**src/rtl/rcs_pkg.sv**
```systemverilog
package rcs_pkg;
   typedef enum logic [1:0] {
      GK_INV   = 2'd0,
      GK_CX    = 2'd1,
      GK_CCX   = 2'd2,
      GK_CSWAP = 2'd3
   } gate_kind_e;

   typedef enum logic [1:0] {
      PH_IDLE = 2'd0,
      PH_RUN  = 2'd1,
      PH_RPT  = 2'd2
   } phase_e;
endpackage

```
**src/rtl/rcs_gate_eval.sv**
```systemverilog
module rcs_gate_eval #(
   parameter int WIRES = 4,
   parameter int IDX_W = 2
) (
   input  logic [WIRES-1:0] cur,
   input  logic [1:0]       kind,
   input  logic [IDX_W-1:0] tgt,
   input  logic [IDX_W-1:0] opa,
   input  logic [IDX_W-1:0] opb,
   output logic [WIRES-1:0] nxt
);
   import rcs_pkg::*;
   localparam int PAD = 1 << IDX_W;

   if (PAD < WIRES) begin : g_bad_idx
      $error("rcs_gate_eval: IDX_W too small for WIRES");
   end

   // zero-padded copy so any index reads a defined bit
   logic [PAD-1:0] pad;
   logic           bit_a, bit_b, bit_t;
   gate_kind_e     k;

   assign pad   = PAD'(cur);
   assign bit_a = pad[opa];
   assign bit_b = pad[opb];
   assign bit_t = pad[tgt];
   assign k     = gate_kind_e'(kind);

   for (genvar w = 0; w < WIRES; w++) begin : g_wire
      logic nb;
      always_comb begin
         nb = cur[w];
         unique case (k)
            GK_INV:   if (tgt == IDX_W'(w)) nb = ~cur[w];
            GK_CX:    if (tgt == IDX_W'(w)) nb = cur[w] ^ bit_a;
            GK_CCX:   if (tgt == IDX_W'(w)) nb = cur[w] ^ (bit_a & bit_b);
            GK_CSWAP: begin
               if (bit_a) begin
                  if (tgt == IDX_W'(w))      nb = bit_b;
                  else if (opb == IDX_W'(w)) nb = bit_t;
               end
            end
            default: nb = cur[w];
         endcase
      end
      assign nxt[w] = nb;
   end
endmodule

```
**src/rtl/rcs_vec_gen.sv**
```systemverilog
module rcs_vec_gen #(
   parameter int WIRES        = 4,
   parameter bit SKIP_TRIVIAL = 1'b1
) (
   output logic [WIRES-1:0] first_vec,
   output logic [WIRES-1:0] last_vec
);
   if (WIRES < 2) begin : g_bad_w
      $error("rcs_vec_gen: at least two wires needed");
   end

   if (SKIP_TRIVIAL) begin : g_skip
      // leave out 0, 1 and all-ones
      assign first_vec = WIRES'(2);
      assign last_vec  = {{(WIRES-1){1'b1}}, 1'b0};
   end else begin : g_full
      assign first_vec = '0;
      assign last_vec  = '1;
   end
endmodule

```
**src/rtl/rcs_step_ctrl.sv**
```systemverilog
module rcs_step_ctrl #(
   parameter int MAX_GATES = 8,
   parameter int CNT_W     = 4,
   parameter int STEP_W    = 5,
   parameter int GI_W      = 3
) (
   input  logic              clk,
   input  logic              rst_n,
   input  logic              go,
   input  logic [CNT_W-1:0]  gate_cnt,
   input  logic              at_last,
   output logic              idle,
   output logic              run,
   output logic              rpt,
   output logic [GI_W-1:0]   gidx,
   output logic              rev
);
   import rcs_pkg::*;

   if ((1 << STEP_W) <= 2*MAX_GATES) begin : g_bad_step
      $error("rcs_step_ctrl: STEP_W too narrow");
   end

   phase_e            ph;
   logic [CNT_W-1:0]  cnt_q;
   logic [STEP_W-1:0] step;
   logic [STEP_W-1:0] span;
   logic [CNT_W-1:0]  cnt_in;
   logic              last_step;

   assign cnt_in    = (gate_cnt > CNT_W'(MAX_GATES)) ? CNT_W'(MAX_GATES) : gate_cnt;
   assign span      = STEP_W'(cnt_q) << 1;
   assign last_step = (step == span - STEP_W'(1));
   assign rev       = (step >= STEP_W'(cnt_q));
   assign gidx      = rev ? GI_W'(span - STEP_W'(1) - step) : GI_W'(step);
   assign idle      = (ph == PH_IDLE);
   assign run       = (ph == PH_RUN);
   assign rpt       = (ph == PH_RPT);

   always_ff @(posedge clk) begin
      if (!rst_n) begin
         ph    <= PH_IDLE;
         cnt_q <= '0;
         step  <= '0;
      end else begin
         unique case (ph)
            PH_IDLE: if (go) begin
               cnt_q <= cnt_in;
               step  <= '0;
               ph    <= (cnt_in == '0) ? PH_RPT : PH_RUN;
            end
            PH_RUN: begin
               if (last_step) ph <= PH_RPT;
               else           step <= step + STEP_W'(1);
            end
            PH_RPT: begin
               step <= '0;
               if (at_last)           ph <= PH_IDLE;
               else if (cnt_q == '0)  ph <= PH_RPT;
               else                   ph <= PH_RUN;
            end
            default: ph <= PH_IDLE;
         endcase
      end
   end

   // the step counter never leaves the two-pass window
   assert_step_bound_R9: assert property (@(posedge clk) disable iff (!rst_n)
      (ph == PH_RUN) |-> (step < span));
endmodule

```
**src/rtl/rcs_selftest.sv**
```systemverilog
module rcs_selftest #(
   parameter int WIRES        = 4,
   parameter int MAX_GATES    = 8,
   parameter bit SKIP_TRIVIAL = 1'b1,
   localparam int IDX_W  = (WIRES > 1) ? $clog2(WIRES) : 1,
   localparam int WORD_W = 2 + 3*IDX_W,
   localparam int CNT_W  = $clog2(MAX_GATES + 1),
   localparam int GI_W   = (MAX_GATES > 1) ? $clog2(MAX_GATES) : 1,
   localparam int STEP_W = $clog2(2*MAX_GATES + 1)
) (
   input  logic                        clk,
   input  logic                        rst_n,
   input  logic                        start,
   input  logic [CNT_W-1:0]            gate_cnt,
   input  logic [MAX_GATES*WORD_W-1:0] prog_words,
   input  logic                        inj_en,
   input  logic [GI_W-1:0]             inj_gate,
   input  logic                        inj_rev,
   input  logic [WIRES-1:0]            inj_mask,
   output logic                        busy,
   output logic                        res_valid,
   output logic [WIRES-1:0]            res_vec,
   output logic [WIRES-1:0]            res_diff,
   output logic                        res_flag,
   output logic                        done,
   output logic                        fault_sticky
);
   if (MAX_GATES < 1) begin : g_bad_gates
      $error("rcs_selftest: MAX_GATES must be positive");
   end

   logic [WIRES-1:0]  first_vec, last_vec;
   logic              idle, run, rpt, rev, go, inj_hit;
   logic [GI_W-1:0]   gidx;
   logic [WIRES-1:0]  vec_q, wstate_q, gate_out, step_next, diff_now;
   logic [WORD_W-1:0] word;

   assign go   = start && idle;
   assign busy = !idle;
   assign word = prog_words[gidx*WORD_W +: WORD_W];

   rcs_vec_gen #(.WIRES(WIRES), .SKIP_TRIVIAL(SKIP_TRIVIAL)) vec_gen_i (
      .first_vec (first_vec),
      .last_vec  (last_vec)
   );

   rcs_step_ctrl #(.MAX_GATES(MAX_GATES), .CNT_W(CNT_W), .STEP_W(STEP_W),
                   .GI_W(GI_W)) ctrl_i (
      .clk      (clk),
      .rst_n    (rst_n),
      .go       (go),
      .gate_cnt (gate_cnt),
      .at_last  (vec_q == last_vec),
      .idle     (idle),
      .run      (run),
      .rpt      (rpt),
      .gidx     (gidx),
      .rev      (rev)
   );

   rcs_gate_eval #(.WIRES(WIRES), .IDX_W(IDX_W)) eval_i (
      .cur  (wstate_q),
      .kind (word[1:0]),
      .tgt  (word[2 +: IDX_W]),
      .opa  (word[2+IDX_W +: IDX_W]),
      .opb  (word[2+2*IDX_W +: IDX_W]),
      .nxt  (gate_out)
   );

   assign inj_hit   = inj_en && run && (gidx == inj_gate) && (rev == inj_rev);
   assign step_next = gate_out ^ (inj_hit ? inj_mask : '0);
   assign diff_now  = wstate_q ^ vec_q;

   always_ff @(posedge clk) begin
      if (!rst_n) begin
         vec_q        <= '0;
         wstate_q     <= '0;
         res_valid    <= 1'b0;
         res_vec      <= '0;
         res_diff     <= '0;
         res_flag     <= 1'b0;
         done         <= 1'b0;
         fault_sticky <= 1'b0;
      end else begin
         res_valid <= 1'b0;
         done      <= 1'b0;
         if (go) begin
            vec_q        <= first_vec;
            wstate_q     <= first_vec;
            fault_sticky <= 1'b0;
         end else if (run) begin
            wstate_q <= step_next;
         end else if (rpt) begin
            res_valid    <= 1'b1;
            res_vec      <= vec_q;
            res_diff     <= diff_now;
            res_flag     <= |diff_now;
            fault_sticky <= fault_sticky | (|diff_now);
            if (vec_q == last_vec) begin
               done <= 1'b1;
            end else begin
               vec_q    <= vec_q + WIRES'(1);
               wstate_q <= vec_q + WIRES'(1);
            end
         end
      end
   end

   // reported vectors stay inside the non-trivial window
   assert_vec_range_R2: assert property (@(posedge clk) disable iff (!rst_n)
      res_valid |-> (res_vec >= first_vec && res_vec <= last_vec));
   // a flagged result is always reflected in the sticky bit
   assert_sticky_set_R7: assert property (@(posedge clk) disable iff (!rst_n)
      (res_valid && res_flag) |-> fault_sticky);
   // done comes with the last vector's result
   assert_done_last_R8: assert property (@(posedge clk) disable iff (!rst_n)
      done |-> (res_valid && res_vec == last_vec));
   // sequencer is idle when done is shown
   assert_done_idle_R8: assert property (@(posedge clk) disable iff (!rst_n)
      done |-> !busy);
endmodule

```
**config.mk**
```make
export PLATFORM = sky130hd
export DESIGN_NAME = rcs_selftest
export DESIGN_NICKNAME = d
export VERILOG_FILES = /design/src/rtl/rcs_pkg.sv /design/src/rtl/rcs_gate_eval.sv /design/src/rtl/rcs_vec_gen.sv /design/src/rtl/rcs_step_ctrl.sv /design/src/rtl/rcs_selftest.sv
export SDC_FILE = /design/constraint.sdc
export NUM_CORES = 1
export LEC_CHECK = 0
export ABC_AREA = 0
export ABC_CLOCK_PERIOD_IN_PS = 7650
export BUFFER_PORTS_ARGS = -buffer_cell sky130_fd_sc_hd__buf_4
export CELL_PAD_IN_SITES_DETAIL_PLACEMENT = 1
export CELL_PAD_IN_SITES_GLOBAL_PLACEMENT = 2
export CORE_UTILIZATION = 33
export DETAILED_ROUTE_END_ITERATION = 8
export PLACE_DENSITY_LB_ADDON = 0.1
export SYNTH_ARGS = -nofsm -noshare
export SYNTH_HDL_FRONTEND = slang
export SYNTH_SLANG_ARGS = --single-unit
```
**constraint.sdc**
```tcl
create_clock -name clk -period 7.65 [get_ports clk]
set_clock_uncertainty 0.2 [all_clocks]
set_input_delay 0.765 -clock clk [delete_from_list [all_inputs] [get_ports clk]]
set_output_delay 0.765 -clock clk [all_outputs]
set_load 0.01 [all_outputs]
```
# ---- Word level (Yosys, flattened, before mapping)
# Cells that the tools add are included.
dict set report classes {
  n_mux 56
  n_lt_le_gt_ge 5
  shift 1
  n_reduce_logical 28
  bitwise 21
  n_eq_ne 22
  addsub 4
}
# op count
set op_table {}
lappend op_table {{$shiftx 64x7->8} 1}
lappend op_table {{$mux 1} 29}
lappend op_table {{$mux 2} 10}
lappend op_table {{$mux 4} 5}
lappend op_table {{$pmux 1 s4} 4}
lappend op_table {{$pmux 5 s3} 1}
lappend op_table {{$eq 2x2->1 const B} 7}
lappend op_table {{$reduce_and 3->1} 4}
lappend op_table {{$mux 5} 2}
lappend op_table {{$reduce_and 2->1} 5}
lappend op_table {{$lt 2x3->1 const B} 3}
lappend op_table {{$not 1->1} 9}
lappend op_table {{$eq 2x1->1 const B} 4}
lappend op_table {{$logic_not 2->1} 4}
lappend op_table {{$logic_not 4->1} 2}
lappend op_table {{$ne 2x1->1 const B} 4}
lappend op_table {{$reduce_or 4->1} 2}
lappend op_table {{$xor 1x1->1} 8}
lappend op_table {{$xor 4x4->4} 2}
lappend op_table {{$bmux 1 s2} 3}
lappend op_table {{$pmux 2 s3} 1}
lappend op_table {{$reduce_bool 3->1} 2}
lappend op_table {{$add 5x1->5 const B} 1}
lappend op_table {{$eq 5x5->1} 1}
lappend op_table {{18 further kinds} 23}
dict set report word_totals {
  reg_bits 31
  elab_cells 150
}

# ---- Logic depth before layout (Yosys ltp)
# Gate-level depths: netlist (run 1).
dict set report logic_depth {
  word_depth 13
  mapped_depth 19
  depth_no_buf 15
}

# ---- Cells and area by module
# From an unflattened synthesis (run 1), not the netlist that was laid out.
dict set report unflattened {
  hier_cells 350
  hier_area_um2 3211.8
}
# module area_each_um2 n_inst cells_each
set modules_own_cells {}
lappend modules_own_cells {rcs_selftest 1717.9 1 159}
lappend modules_own_cells {rcs_step_ctrl 798.3 1 95}
lappend modules_own_cells {rcs_gate_eval 628.1 1 86}
lappend modules_own_cells {rcs_vec_gen 67.6 1 10}

# ---- Worst setup path before layout (run 1)
# No wires, ideal clock.
dict set report synth_path {
  path_kind {register to register}
  from {reg ctrl_i.step[0]}
  to {reg wstate_q[2]}
  t_arrival_ps 4189
  setup_ps 72
  n_path_buf 2
  period_less_slack_ps 4461
  setup_slack_ps 3189
  stages_incl_launch_ff 17
  cell_sequence {dfxtp_1 clkbuf_1 inv_1 clkbuf_1 ha_1 nor2b_1 o21a_2 nor2_2 mux4_1 mux2i_2 mux4_2 nor3_1 o2bb2ai_1 o31a_1 xnor2_1 o211ai_1 a21oi_1}
}
dict set report synth_via {
  elab_chain_len 11
}
# element line_no
set synth_lines {}
lappend synth_lines {{start, declared} rcs_step_ctrl.sv:26} ;# logic [STEP_W-1:0] step;
lappend synth_lines {{start signal, assigned} rcs_step_ctrl.sv:54} ;# else step <= step + STEP_W'(1);
lappend synth_lines {{$ge 5x4->1 / $sub 3x3->3 (equally long branches)} {rcs_step_ctrl.sv:34, rcs_step_ctrl.sv:35}}
lappend synth_lines {{$mux 3} rcs_step_ctrl.sv:35} ;# assign gidx = rev ? GI_W'(span - STEP_W'(1) - step) : GI_W'(step);
lappend synth_lines {{$shiftx 64x7->8} rcs_selftest.sv:40} ;# assign word = prog_words[gidx*WORD_W +: WORD_W];
lappend synth_lines {{$bmux 1 s2, on equally long branches} {rcs_gate_eval.sv:27, rcs_gate_eval.sv:25, rcs_gate_eval.sv:26}}
lappend synth_lines {{$mux 1, on equally long branches} {rcs_gate_eval.sv:27, rcs_gate_eval.sv:25, rcs_gate_eval.sv:26}}
lappend synth_lines {{$mux 1 / $and 1x1->1 (equally long branches)} {rcs_gate_eval.sv:41, rcs_gate_eval.sv:37}}
lappend synth_lines {{$mux 1 / $xor 1x1->1 (equally long branches)} {rcs_gate_eval.sv:40, rcs_gate_eval.sv:37}}
lappend synth_lines {{$mux 1, on equally long branches} {rcs_gate_eval.sv:39, rcs_gate_eval.sv:37}}
lappend synth_lines {{$pmux 1 s4} rcs_gate_eval.sv:34} ;# unique case (k)
lappend synth_lines {{$xor 4x4->4 *} rcs_selftest.sv:71} ;# assign step_next = gate_out ^ (inj_hit ? inj_mask : '0);
lappend synth_lines {{$mux 4 *} rcs_selftest.sv:91} ;# end else if (run) begin
lappend synth_lines {{end signal, assigned} rcs_selftest.sv:89} ;# wstate_q <= first_vec;
lappend synth_lines {{end signal, assigned} rcs_selftest.sv:92} ;# wstate_q <= step_next;
lappend synth_lines {{end signal, assigned} rcs_selftest.sv:103} ;# wstate_q <= vec_q + WIRES'(1);
lappend synth_lines {{end, declared} rcs_selftest.sv:35} ;# logic [WIRES-1:0] vec_q, wstate_q, gate_out, step_next, diff_now;
# Mark *: on every way between the ends. The rest lies on a longest branch, timed or not. The select of a mux whose other input is x is not followed.
# A chain may end at the register's enable or synchronous reset.

# ---- Worst setup path after layout (run 1)
dict set report layout_path {
  from {reg ctrl_i.step[1]}
  to {reg wstate_q[2]}
}
# Same word-level chain as after synthesis.

==> qor.csv, run 1 <==
stage,metric,value,unit
routing,highest_layer,met4,
power_and_ir_drop,ir_drop,0.000160,V
worst_setup_path,critPathMaxFanout,21,
grt,grt_pass1_wl,21400,um
layout,regArea,621,sq um
placed_design,placedCellCount,695,
logic_synthesis,synthesis.nets,586,
clock_network,postCtsSetupBuffers,0,
routing,wl_met3,661,um
worst_setup_path,r2r-end,wstate_q[2]$_SDFFE_PP0P_,
floorplan,die-area,12000,sq um
layout,final_cell_mix,"buf_4, nand2_1, mux2i_1, a21oi_1, nor2_1",
floorplan,core_area,11000,sq um
hold_path,hold_class,flip-flop to flip-flop,
sta,fin_crit,5160,ps
logic_synthesis,yosys-mux-area-fraction,16.5,%
sta,fin_crit_sh,67.5,%
sta,setup_viol,0,
logic_synthesis,synth_async_sr_flop_share,0,%
logic_synthesis,synth.distinct_cells,75,
clock_network,clk_path_buf_depth,2,
logic_synthesis,synth-edff-count,0,
sta,fin_setup_tns,0,ps
logic_synthesis,synthSimpleGateAreaFrac,22.0,%
worst_setup_path,endpoint_kind,flip-flop,
floorplan,die_h,109,um
worst_setup_path,required,7650,ps
clock_network,cts_resized,0,
logic_synthesis,yosysWarnings,0,
power_and_ir_drop,p_leak,0.00184,uW
layout,final_cells,703,
grt,grt_usage,23.0,%
worst_setup_path,crit_arrival,5160,ps
logic_synthesis,synth_xor_area_share,6.43,%
worst_setup_path,slowest_stage,dfxtp_1,
run,drv_cap,0,
routing,wl_met1,5940,um
layout,num-fill-cells,1349,
floorplan,initial_core_util,34.6,%
layout,area_delta_synth_final,23.9,%
clock_network,clk_pin_slew,50,ps
routing,wl_per_cell,19.2,um
worst_setup_path,rr_worst_depth,14,
hold_path,holdPathStages,1,
logic_synthesis,avgSynthCellArea,7.75,sq um
logic_synthesis,syn_area,3810,sq um
clock_network,cts_root_buf,clkbuf_16,
routing,first_pass_iters,4,
routing,routed_wl,13500,um
clock_network,insertion_delay,280,ps
worst_setup_path,critical_path_class,flip-flop to flip-flop,
hold_path,min_to,res_diff[2]$_SDFFE_PN0P_,
floorplan,core.rowCount,38,
clock_network,htree_levels,2,
grt,grt-ovfl-total,0,
placed_design,portBuffers,92,
placed_design,dp_hpwl,10400,um
routing,wl_met2,6500,um
grt,grt_max_degree,36,
grt,grt_pass1_vias,4105,
sta,max_freq,194,MHz
clock_network,cts.hold.buffers_added,0,
run_status,run_status,finished clean,
logic_synthesis,ys_ff_latch,31,
sta,worst_slew_pin_slew,959,ps
worst_setup_path,worst-path-buf-inv,2,
clock_network,numCtsBuffers,5,
power_and_ir_drop,p_per_area,377,nW/um^2
worst_setup_path,worstPathCellList,buf_4 -> ha_1 -> inv_1 -> o21a_2 -> nor2_2 -> mux4_1 -> mux2i_2 -> mux4_2 -> o21ai_0 -> a21oi_1 -> o31a_1 -> xnor2_1 -> o211ai_1 -> a21oi_1,
logic_synthesis,synth_top_family_by_area,compound AO/OA/AOI/OAI gates,
layout,drive_gt1_share,24.0,%
logic_synthesis,synthTopCellsByArea,"dfxtp_1, mux2i_1, nand2_1, a21oi_1, ha_1",
worst_setup_path,crit_family,multiplexers,
logic_synthesis,synth_top_cell_by_area,dfxtp_1,
hold_path,hold_start,res_diff[2]$_SDFFE_PN0P_,
sta,relSlewSlack,35.7,%
logic_synthesis,synth_compound_area_share,28.5,%
sta,rsz0062_at_grt,no,
logic_synthesis,yosysTopAreaCellShare,16.3,%
grt,antenna_found_initial,0,
logic_synthesis,yosysSeqAreaShare,16.3,%
routing,viasPerCell,5.82,
routing,drc,0,
layout,layout_commonest_cell,buf_4,
clock_network,cts_tree,done,
worst_setup_path,critical_path.reg2reg.startpoint,ctrl_i.step[1]$_SDFFE_PN0P_,
worst_setup_path,crit_top_cell,a21oi_1,
logic_synthesis,synthAdderAreaFrac,4.59,%
logic_synthesis,syn-instance-count,492,
sta,hold_viol_final,0,
layout,layout.nets,656,
layout,multi_input_area,2980,sq um
placed_design,routabilityCongestion,0.884,
sta,drv_slew,0,
routing,ant_nets,0,
floorplan,num_io_pins,93,
routing,drt_iter0_drc,160,
logic_synthesis,synthFlopType,dfxtp_1,
clock_network,cts_sinks,31,
layout,diodes,0,
worst_setup_path,timing.reg2reg.setup_slack,2490,ps
worst_setup_path,critPathMaxStageDelay,730,ps
worst_setup_path,start_kind,flip-flop,
layout,final_util,42.8,%
routing,num_vias,4089,
floorplan,die_x,109,um
## how the worst max path moves through the flow
stage | start | endpoint | slack [ps] | cells after the start
finish | ctrl_i.step[1]$_SDFFE_PN0P_ | wstate_q[2]$_SDFFE_PP0P_ | 2490 | 14
global route | ctrl_i.step[1]$_SDFFE_PN0P_ | wstate_q[2]$_SDFFE_PP0P_ | 2230 | 14
CTS | ctrl_i.step[1]$_SDFFE_PN0P_ | wstate_q[2]$_SDFFE_PP0P_ | 2510 | 14
detailed placement | ctrl_i.step[1]$_SDFFE_PN0P_ | wstate_q[2]$_SDFFE_PP0P_ | 2560 | 14
global placement | ctrl_i.step[1]$_SDFFE_PN0P_ | wstate_q[2]$_SDFFE_PP0P_ | 2660 | 14
floorplan | ctrl_i.step[0]$_SDFFE_PN0P_ | wstate_q[2]$_SDFFE_PP0P_ | 3190 | 16
## kinds of logic (layout without fill, tap and decap cells)
| logic type | Yosys count | count (layout) |
|---|---|---|
| adders and majority gates | 14 | 14 |
| and+or+nand+nor | 169 | 169 |
| xor gates and xnor gates | 28 | 28 |
| buffers and inverters | 52 | 123 |
| muxes | 52 | 52 |
| AOI/OAI and AO/OA | 146 | 146 |
| DFF | 31 | 31 |
## metrics by stage
stage / hold WS [ps] / cell area, sq um / total power, uW / setup slack, ps
after floorplan: 276 / 3810 / 1220 / 3190
after global placement: 268 / 4560 / 1550 / 2660
after detailed placement: 278 / 4560 / 1560 / 2560
after CTS: 290 / 4720 / 1780 / 2510
after global routing: 317 / 4720 / 1920 / 2230
final: 282 / 4720 / 1780 / 2490
## registers in the layout, indices dropped and copies added (netlist names)
name and count:
ctrl_i.step 5, ctrl_i.cnt_q 4, res_diff 4, res_vec 4, vec_q 4, wstate_q 4, ctrl_i.ph 2, done 1
fault_sticky 1, res_flag 1, res_valid 1
## metal layers
| metal | track usage (%) | up-vias |
|---|---|---|
| met2 | 39.4 | 126 |
| met3 | 2.25 | 23 |
| met5 | 0 | - |
| met4 | 9.43 | 0 |
| met1 | 29.4 | 1959 |
| li1 | - | 1981 |
## power by group
part / internal (uW) / leakage, uW / switching [uW] / total (uW)
clock: 138 / 0.0000761 / 71.7 / 210
combinational: 518 / 0.00151 / 811 / 1330
sequential: 192 / 0.000252 / 48.7 / 241
total: 849 / 0.00184 / 932 / 1780
## synth_stat cells (4+ instances only)
cell type	instances
a211oi_1	11
a21o_1	4
a21oi_1	35
a2bb2oi_1	4
a31oi_1	5
and3_1	4
buf_2	11
clkbuf_1	18
dfxtp_1	31
ha_1	14
inv_1	19
mux2i_1	41
mux4_2	7
nand2_1	50
nand3_1	13
nand4_1	7
nor2_1	32
nor2b_1	11
nor3_1	18
nor3b_1	6
nor4_1	7
o211a_1	6
o211ai_1	6
o21ai_0	21
o31a_1	4
or3_1	4
xnor2_1	19
xor2_1	9
## final cells by class
cell class / count / share of cell area (%)
Multi-Input combinational cell: 409 / 63.0
Sequential cell: 31 / 13.1
Inverter: 19 / 1.51
Clock inverter: 1 / 0.159
Tap cell: 140 / 3.71
Clock buffer: 7 / 3.23
Timing Repair Buffer: 96 / 15.3
No activity file was read; power rests on OpenSTA's default activity.
==> run 2: changes to the inputs <==
ABC_CLOCK_PERIOD_IN_PS = 4590   (was 7650)
CORE_UTILIZATION = 28   (was 33)
clock period = 4.59 ns   (was 7.65 ns; I/O delays follow)
==> qor.csv, run 2 (synthesized netlist as in run 1, its figures left out) <==
stage,metric,value,unit,change
run_status,run_status,finished clean,,
sta,rsz0062_at_grt,no,,
floorplan,die-area,14100,sq um,+18%
routing,viasPerCell,5.39,,-7.3%
worst_setup_path,critical_path_class,flip-flop to flip-flop,,
worst_setup_path,r2r-end,wstate_q[0]$_SDFFE_PP0P_,,
worst_setup_path,start_kind,flip-flop,,
sta,fin_crit,4240,ps,-919 ps
layout,largest_reg_flops,5,,unchanged
grt,grt_pass1_vias,4157,,+1.3%
hold_path,hold_start,fault_sticky$_SDFFE_PP0P_,,
routing,ant_nets,0,,unchanged
sta,worst_slew_pin_slew,728,ps,-231 ps
clock_network,cts_resized,0,,unchanged
clock_network,cts.hold.buffers_added,0,,unchanged
worst_setup_path,crit_family,simple AND/OR/NAND/NOR gates,,
routing,wl_per_cell,18.6,um,-3.1%
clock_network,numCtsBuffers,5,,unchanged
clock_network,clk_path_buf_depth,2,,unchanged
worst_setup_path,slowest_stage,mux4_2,,
sta,fin_crit_sh,92.4,%,+25 points
floorplan,core_area,13200,sq um,+20%
worst_setup_path,critical_path.reg2reg.startpoint,ctrl_i.cnt_q[3]$_SDFFE_PN0P_,,
power_and_ir_drop,p_leak,0.00191,uW,+3.8%
layout,layout.nets,670,,+2.1%
placed_design,portBuffers,92,,unchanged
clock_network,clk_pin_slew,60,ps,about the same
worst_setup_path,timing.reg2reg.setup_slack,350,ps,-2140 ps
worst_setup_path,critPathMaxStageDelay,530,ps,-200 ps
clock_network,cts_tree,done,,
floorplan,core.rowCount,42,,+11%
sta,holdWs,271,ps,-10.8 ps
hold_path,holdPathStages,2,,+1
sta,fin_setup_tns,0,ps,unchanged
clock_network,insertion_delay,280,ps,about the same
layout,diodes,0,,unchanged
routing,drc,0,,unchanged
routing,drt_iter0_drc,128,,-20%
clock_network,cts_sinks,31,,unchanged
placed_design,routabilityCongestion,0.846,,-4.2%
worst_setup_path,cp-startpoint,ctrl_i.cnt_q[3]$_SDFFE_PN0P_,,
placed_design,dp_hpwl,11200,um,+7.1%
sta,setup_viol,0,,unchanged
routing,num_vias,4062,,-0.66%
hold_path,hold_class,flip-flop to flip-flop,,
clock_network,cts_root_buf,clkbuf_16,,
worst_setup_path,critPathMaxFanout,13,,-38%
sta,relSlewSlack,51.4,%,+16 points
worst_setup_path,worst-path-buf-inv,2,,unchanged
sta,drv_slew,0,,unchanged
routing,routed_wl,14000,um,+3.8%
layout,layout_commonest_cell,buf_4,,
clock_network,htree_levels,2,,unchanged
power_and_ir_drop,p_per_area,631,nW/um^2,+67%
grt,grt-ovfl-total,0,,unchanged
worst_setup_path,endpoint_kind,flip-flop,,
routing,first_pass_iters,4,,unchanged
worst_setup_path,required,4580,ps,-3070 ps
layout,final_cell_mix,"buf_4, nand2_1, mux2i_1, a21oi_1, nor2_1",,
power_and_ir_drop,power,3070,uW,+73%
placed_design,pre_cts_ws,334,ps,-2220 ps
hold_path,min_to,fault_sticky$_SDFFE_PP0P_,,
layout,drive_gt1_share,25.8,%,+1.8 points
sta,hold_viol_final,0,,unchanged
worst_setup_path,rr_worst_depth,16,,+2
clock_network,postCtsSetupBuffers,0,,unchanged
floorplan,num_io_pins,93,,unchanged
layout,top_register,ctrl_i.step,,
floorplan,initial_core_util,28.8,%,-5.8 points
grt,antenna_found_initial,0,,unchanged
run,drv_cap,0,,unchanged
layout,num-fill-cells,1633,,+21%
sta,worst_slack,349,ps,-2140 ps
sta,max_freq,236,MHz,+22%
worst_setup_path,crit_arrival,4230,ps,-930 ps
grt,grt_usage,20.4,%,-2.6 points
grt,grt_max_degree,35,,-2.8%
layout,area_delta_synth_final,27.8,%,
grt,grt_pass1_wl,22900,um,+7.0%
worst_setup_path,crit_top_cell,nand2_1,,
floorplan,die_x,119,um,+8.4%
worst_setup_path,worstPathCellList,inv_1 -> ha_1 -> nor4_2 -> o21a_2 -> buf_4 -> o21ai_0 -> nand2_1 -> mux4_2 -> nand2_1 -> and2_1 -> nand2_1 -> a211oi_1 -> a21oi_1 -> o21ai_2 -> xnor2_1 -> o41ai_2,,
power_and_ir_drop,ir_drop,0.000238,V,+49%
floorplan,die_h,119,um,+8.4%
## run 2: changes by cell type in the layout (fill, tap and decap cells not counted)
cell / before / now
buf_4: 96 / 110
## run 2: stage by stage
stage | cell area, sq um | util, % | instances
3_5_place_dp | 4710 | 35.6 | 745
3_3_place_gp | 4710 | 35.6 | 745
2_1_floorplan | 3810 | - | 492
5_1_grt | 4870 | 36.8 | 753
6_report | 4870 | 36.8 | 753
4_1_cts | 4870 | 36.8 | 753
## run 2: worst max path at each step
stage,cells past startpoint,end,slack [ps]
2_1_floorplan,16,wstate_q[2]$_SDFFE_PP0P_,130
3_3_place_gp,16,wstate_q[0]$_SDFFE_PP0P_,350
5_1_grt,16,wstate_q[0]$_SDFFE_PP0P_,40
4_1_cts,16,wstate_q[0]$_SDFFE_PP0P_,320
3_5_place_dp,16,wstate_q[0]$_SDFFE_PP0P_,330
6_report,16,wstate_q[0]$_SDFFE_PP0P_,350
## run 2: power breakdown
group	switching, uW	internal [uW]	total (uW)
sequential	76.7	320	397
combinational	1380	938	2320
clock	123	230	353
total	1580	1490	3070
## run 2: layer usage
metal | GRT usage [%] | vias to the layer above | wire length (um)
li1 | - | 2009 | -
met1 | 27.4 | 1953 | 6720
met2 | 34.8 | 86 | 6650
met3 | 2.12 | 14 | 431
met4 | 5.06 | 0 | 191
met5 | 0 | - | 0
## run 2: area by class of cell
class | instances | area (sq um) | area share [%]
Clock buffer | 7 | 153 | 3.13
Clock inverter | 1 | 7.51 | 0.154
Inverter | 19 | 71.3 | 1.46
Multi-Input combinational cell | 409 | 2980 | 61.1
Sequential cell | 31 | 621 | 12.7
Tap cell | 176 | 220 | 4.52
Timing Repair Buffer | 110 | 826 | 16.9
## run 2: worst min-delay path, delay by kind of cell (launching register included)
kind | cells | cell delay, ps
AOI/OAI and AO/OA | 1 | 40
DFF | 1 | 330
and+or+nand+nor | 1 | 70
==> run 3: changes to the inputs <==
SYNTH_HIERARCHICAL = 1   (was not set)
==> qor.csv, run 3 <==
stage,metric,value,unit,change
worst_setup_path,critPathMaxFanout,6,,-7
logic_synthesis,yosysWarnings,6,,+6
layout,layout.nets,545,,-19%
sta,worst_slew_pin_slew,711,ps,-17.3 ps
logic_synthesis,ys_ff_latch,31,,unchanged
grt,grt_usage,18.3,%,-2.1 points
routing,wl_met3,367,um,-15%
layout,area_delta_synth_final,37.2,%,
grt,grt_pass1_vias,3311,,-20%
logic_synthesis,yosysTopAreaCellShare,19.3,%,+3.0 points
worst_setup_path,crit_arrival,4540,ps,+310 ps
clock_network,cts_sinks,31,,unchanged
clock_network,htree_levels,2,,unchanged
sta,relSlewSlack,52.4,%,+0.98 points
power_and_ir_drop,ir_drop,0.000275,V,+15%
logic_synthesis,synth_top_cell_by_area,dfxtp_1,,
routing,drt_iter0_drc,95,,-26%
layout,multi_input_area,2370,sq um,-20%
routing,viasPerCell,5.10,,-5.4%
routing,routed_wl,10400,um,-26%
floorplan,initial_core_util,29.1,%,+0.33 points
clock_network,clk_pin_slew,50,ps,about the same
floorplan,die_h,109,um,-8.1%
grt,grt-ovfl-total,0,,unchanged
sta,holdWs,263,ps,-8.01 ps
floorplan,num_io_pins,93,,unchanged
floorplan,die-area,11900,sq um,-15%
layout,diodes,0,,unchanged
logic_synthesis,syn_area,3210,sq um,-16%
placed_design,dp_hpwl,7960,um,-29%
worst_setup_path,endpoint_kind,flip-flop,,
routing,highest_layer,met4,,
layout,top_register,ctrl_i/step,,
power_and_ir_drop,p_per_area,681,nW/um^2,+7.9%
clock_network,clk_path_buf_depth,2,,unchanged
placed_design,routabilityCongestion,0.800,,-5.4%
placed_design,portBuffers,92,,unchanged
sta,rsz0062_at_grt,yes,,
worst_setup_path,critical_path_class,flip-flop to flip-flop,,
routing,wl_met1,4520,um,-33%
sta,drv_slew,0,,unchanged
grt,antenna_found_initial,0,,unchanged
layout,drive_gt1_share,44.4,%,+19 points
clock_network,numCtsBuffers,5,,unchanged
run_status,run_status,finished clean,,
layout,final_cell_mix,"buf_4, nand2_1, dfxtp_1, mux4_2",,
power_and_ir_drop,power,3000,uW,-2.4%
placed_design,dpl_cell_area,4050,sq um,-14%
run,drv_cap,0,,unchanged
layout,fin_area,4410,sq um,-9.6%
logic_synthesis,yosys-top-cells-count,"dfxtp_1, nand2_1, a21oi_1, mux4_2, nand3_1",,
layout,num-fill-cells,1310,,-20%
logic_synthesis,synth-edff-count,0,,unchanged
floorplan,core.rowCount,38,,-9.5%
layout,regArea,627,sq um,+1.0%
routing,wl_per_cell,17.4,um,-6.3%
clock_network,insertion_delay,280,ps,about the same
layout,largest_reg_flops,5,,unchanged
placed_design,pre_cts_ws,-144,ps,-478 ps
logic_synthesis,syn-instance-count,350,,-29%
grt,grt_pass1_wl,16700,um,-27%
logic_synthesis,synthFlopType,dfxtp_1,,
sta,worst_slack,52.7,ps,-296 ps
logic_synthesis,synth_async_sr_flop_share,0,%,unchanged
worst_setup_path,required,4590,ps,about the same
power_and_ir_drop,p_leak,0.00193,uW,+0.77%
logic_synthesis,yosysSeqAreaShare,19.3,%,+3.0 points
floorplan,die_x,109,um,-8.1%
worst_setup_path,start_kind,flip-flop,,
routing,ant_nets,0,,unchanged
sta,fin_crit_sh,98.9,%,+6.5 points
sta,fin_setup_tns,0,ps,unchanged
clock_network,cts_tree,done,,
sta,max_freq,220,MHz,-6.5%
logic_synthesis,avgSynthCellArea,9.18,sq um,+18%
floorplan,core_area,11000,sq um,-17%
logic_synthesis,synthTopCellsByArea,"dfxtp_1, mux4_2, buf_6, nand2_1, xnor2_1",,
routing,wl_met2,5370,um,-19%
sta,fin_crit,4540,ps,+296 ps
routing,num_vias,3046,,-25%
routing,drc,0,,unchanged
sta,setup_viol,0,,unchanged
routing,first_pass_iters,4,,unchanged
sta,hold_viol_final,0,,unchanged
grt,grt_max_degree,34,,-2.9%
clock_network,cts_root_buf,clkbuf_16,,
logic_synthesis,synth.distinct_cells,70,,-6.7%
layout,layout_commonest_cell,buf_4,,
hold_path,hold_class,flip-flop to flip-flop,,
-- run 3: power breakdown --
group	leakage [uW]	switching [uW]	internal (uW)	total (uW)
Sequential	0.000254	115	327	442
Combinational	0.00159	1060	1130	2180
Clock	0.0000850	126	248	374
-- run 3: path summary, 6_finish.rpt --
path / to / depth (start not counted) / slack (ps) / start
worst max register to register: wstate_q[0]$_SDFFE_PN0P_ / 19 / 50 / ctrl_i/step[0]$_SDFFE_PN0P_
worst max-delay path: wstate_q[0]$_SDFFE_PN0P_ / 19 / 50 / ctrl_i/step[0]$_SDFFE_PN0P_
worst min-delay path: res_vec[1]$_SDFFE_PN0P_ / 2 / 260 / res_vec[1]$_SDFFE_PN0P_
worst min register to register: res_vec[1]$_SDFFE_PN0P_ / 2 / 260 / res_vec[1]$_SDFFE_PN0P_
-- run 3: per-stage QoR --
stage                     utilization (%)  std cells
after global routing                 40.0        597
after CTS                            39.5        592
after floorplan                         -        356
after detailed placement             36.7        578
final                                40.0        597
after global placement               36.7        578
-- run 3: kinds of logic after synthesis --
logic type                 after synthesis  synth area share [%]
buffers and inverters                   52                  10.6
and+or+nand+nor                        110                  19.1
other                                    2                 0.234
adders and majority gates                9                  3.51
muxes                                   39                  20.5
AOI/OAI and AO/OA                       80                  18.3
DFF                                     31                  19.3
xor gates and xnor gates                27                  8.53
-- run 3: cell type report --
class	count	share of cell area [%]
clock inverter	1	0.114
multi-input combinational	273	53.8
inverter	14	1.19
clock buffer	7	3.72
tap	140	3.97
timing repair buffer	131	22.9
sequential	31	14.2
-- run 3: worst max-delay path, stage by stage, from the launching register on --
cell,delay (ps)
dfxtp_4,340
inv_2,50
ha_4,180
nand2b_4,130
a21o_1,150
a21o_1,190
a211oi_4,230
buf_6,150
xnor2_4,160
buf_6,190
mux4_2,500
mux2_4,300
mux4_2,510
nand2_4,100
o22a_2,140
nor2b_1,50
or3_4,370
and4b_1,260
a32oi_1,90
a31oi_1,170
-- run 3: routing by layer --
| metal | up-vias | GRT usage [%] |
|---|---|---|
| li1 | 1468 | - |
| met1 | 1501 | 21.2 |
| met2 | 64 | 34.7 |
| met3 | 13 | 2.27 |
| met4 | 0 | 5.12 |
| met5 | - | 0 |
-- run 3: what timing repair did --
action | in CTS | in global routing
gates resized for setup | 16 | 8
hold buffers | 0 | 0
pin swaps | 10 | 12
setup buffers | 6 | 6
setup endpoints to repair | 3 | 4
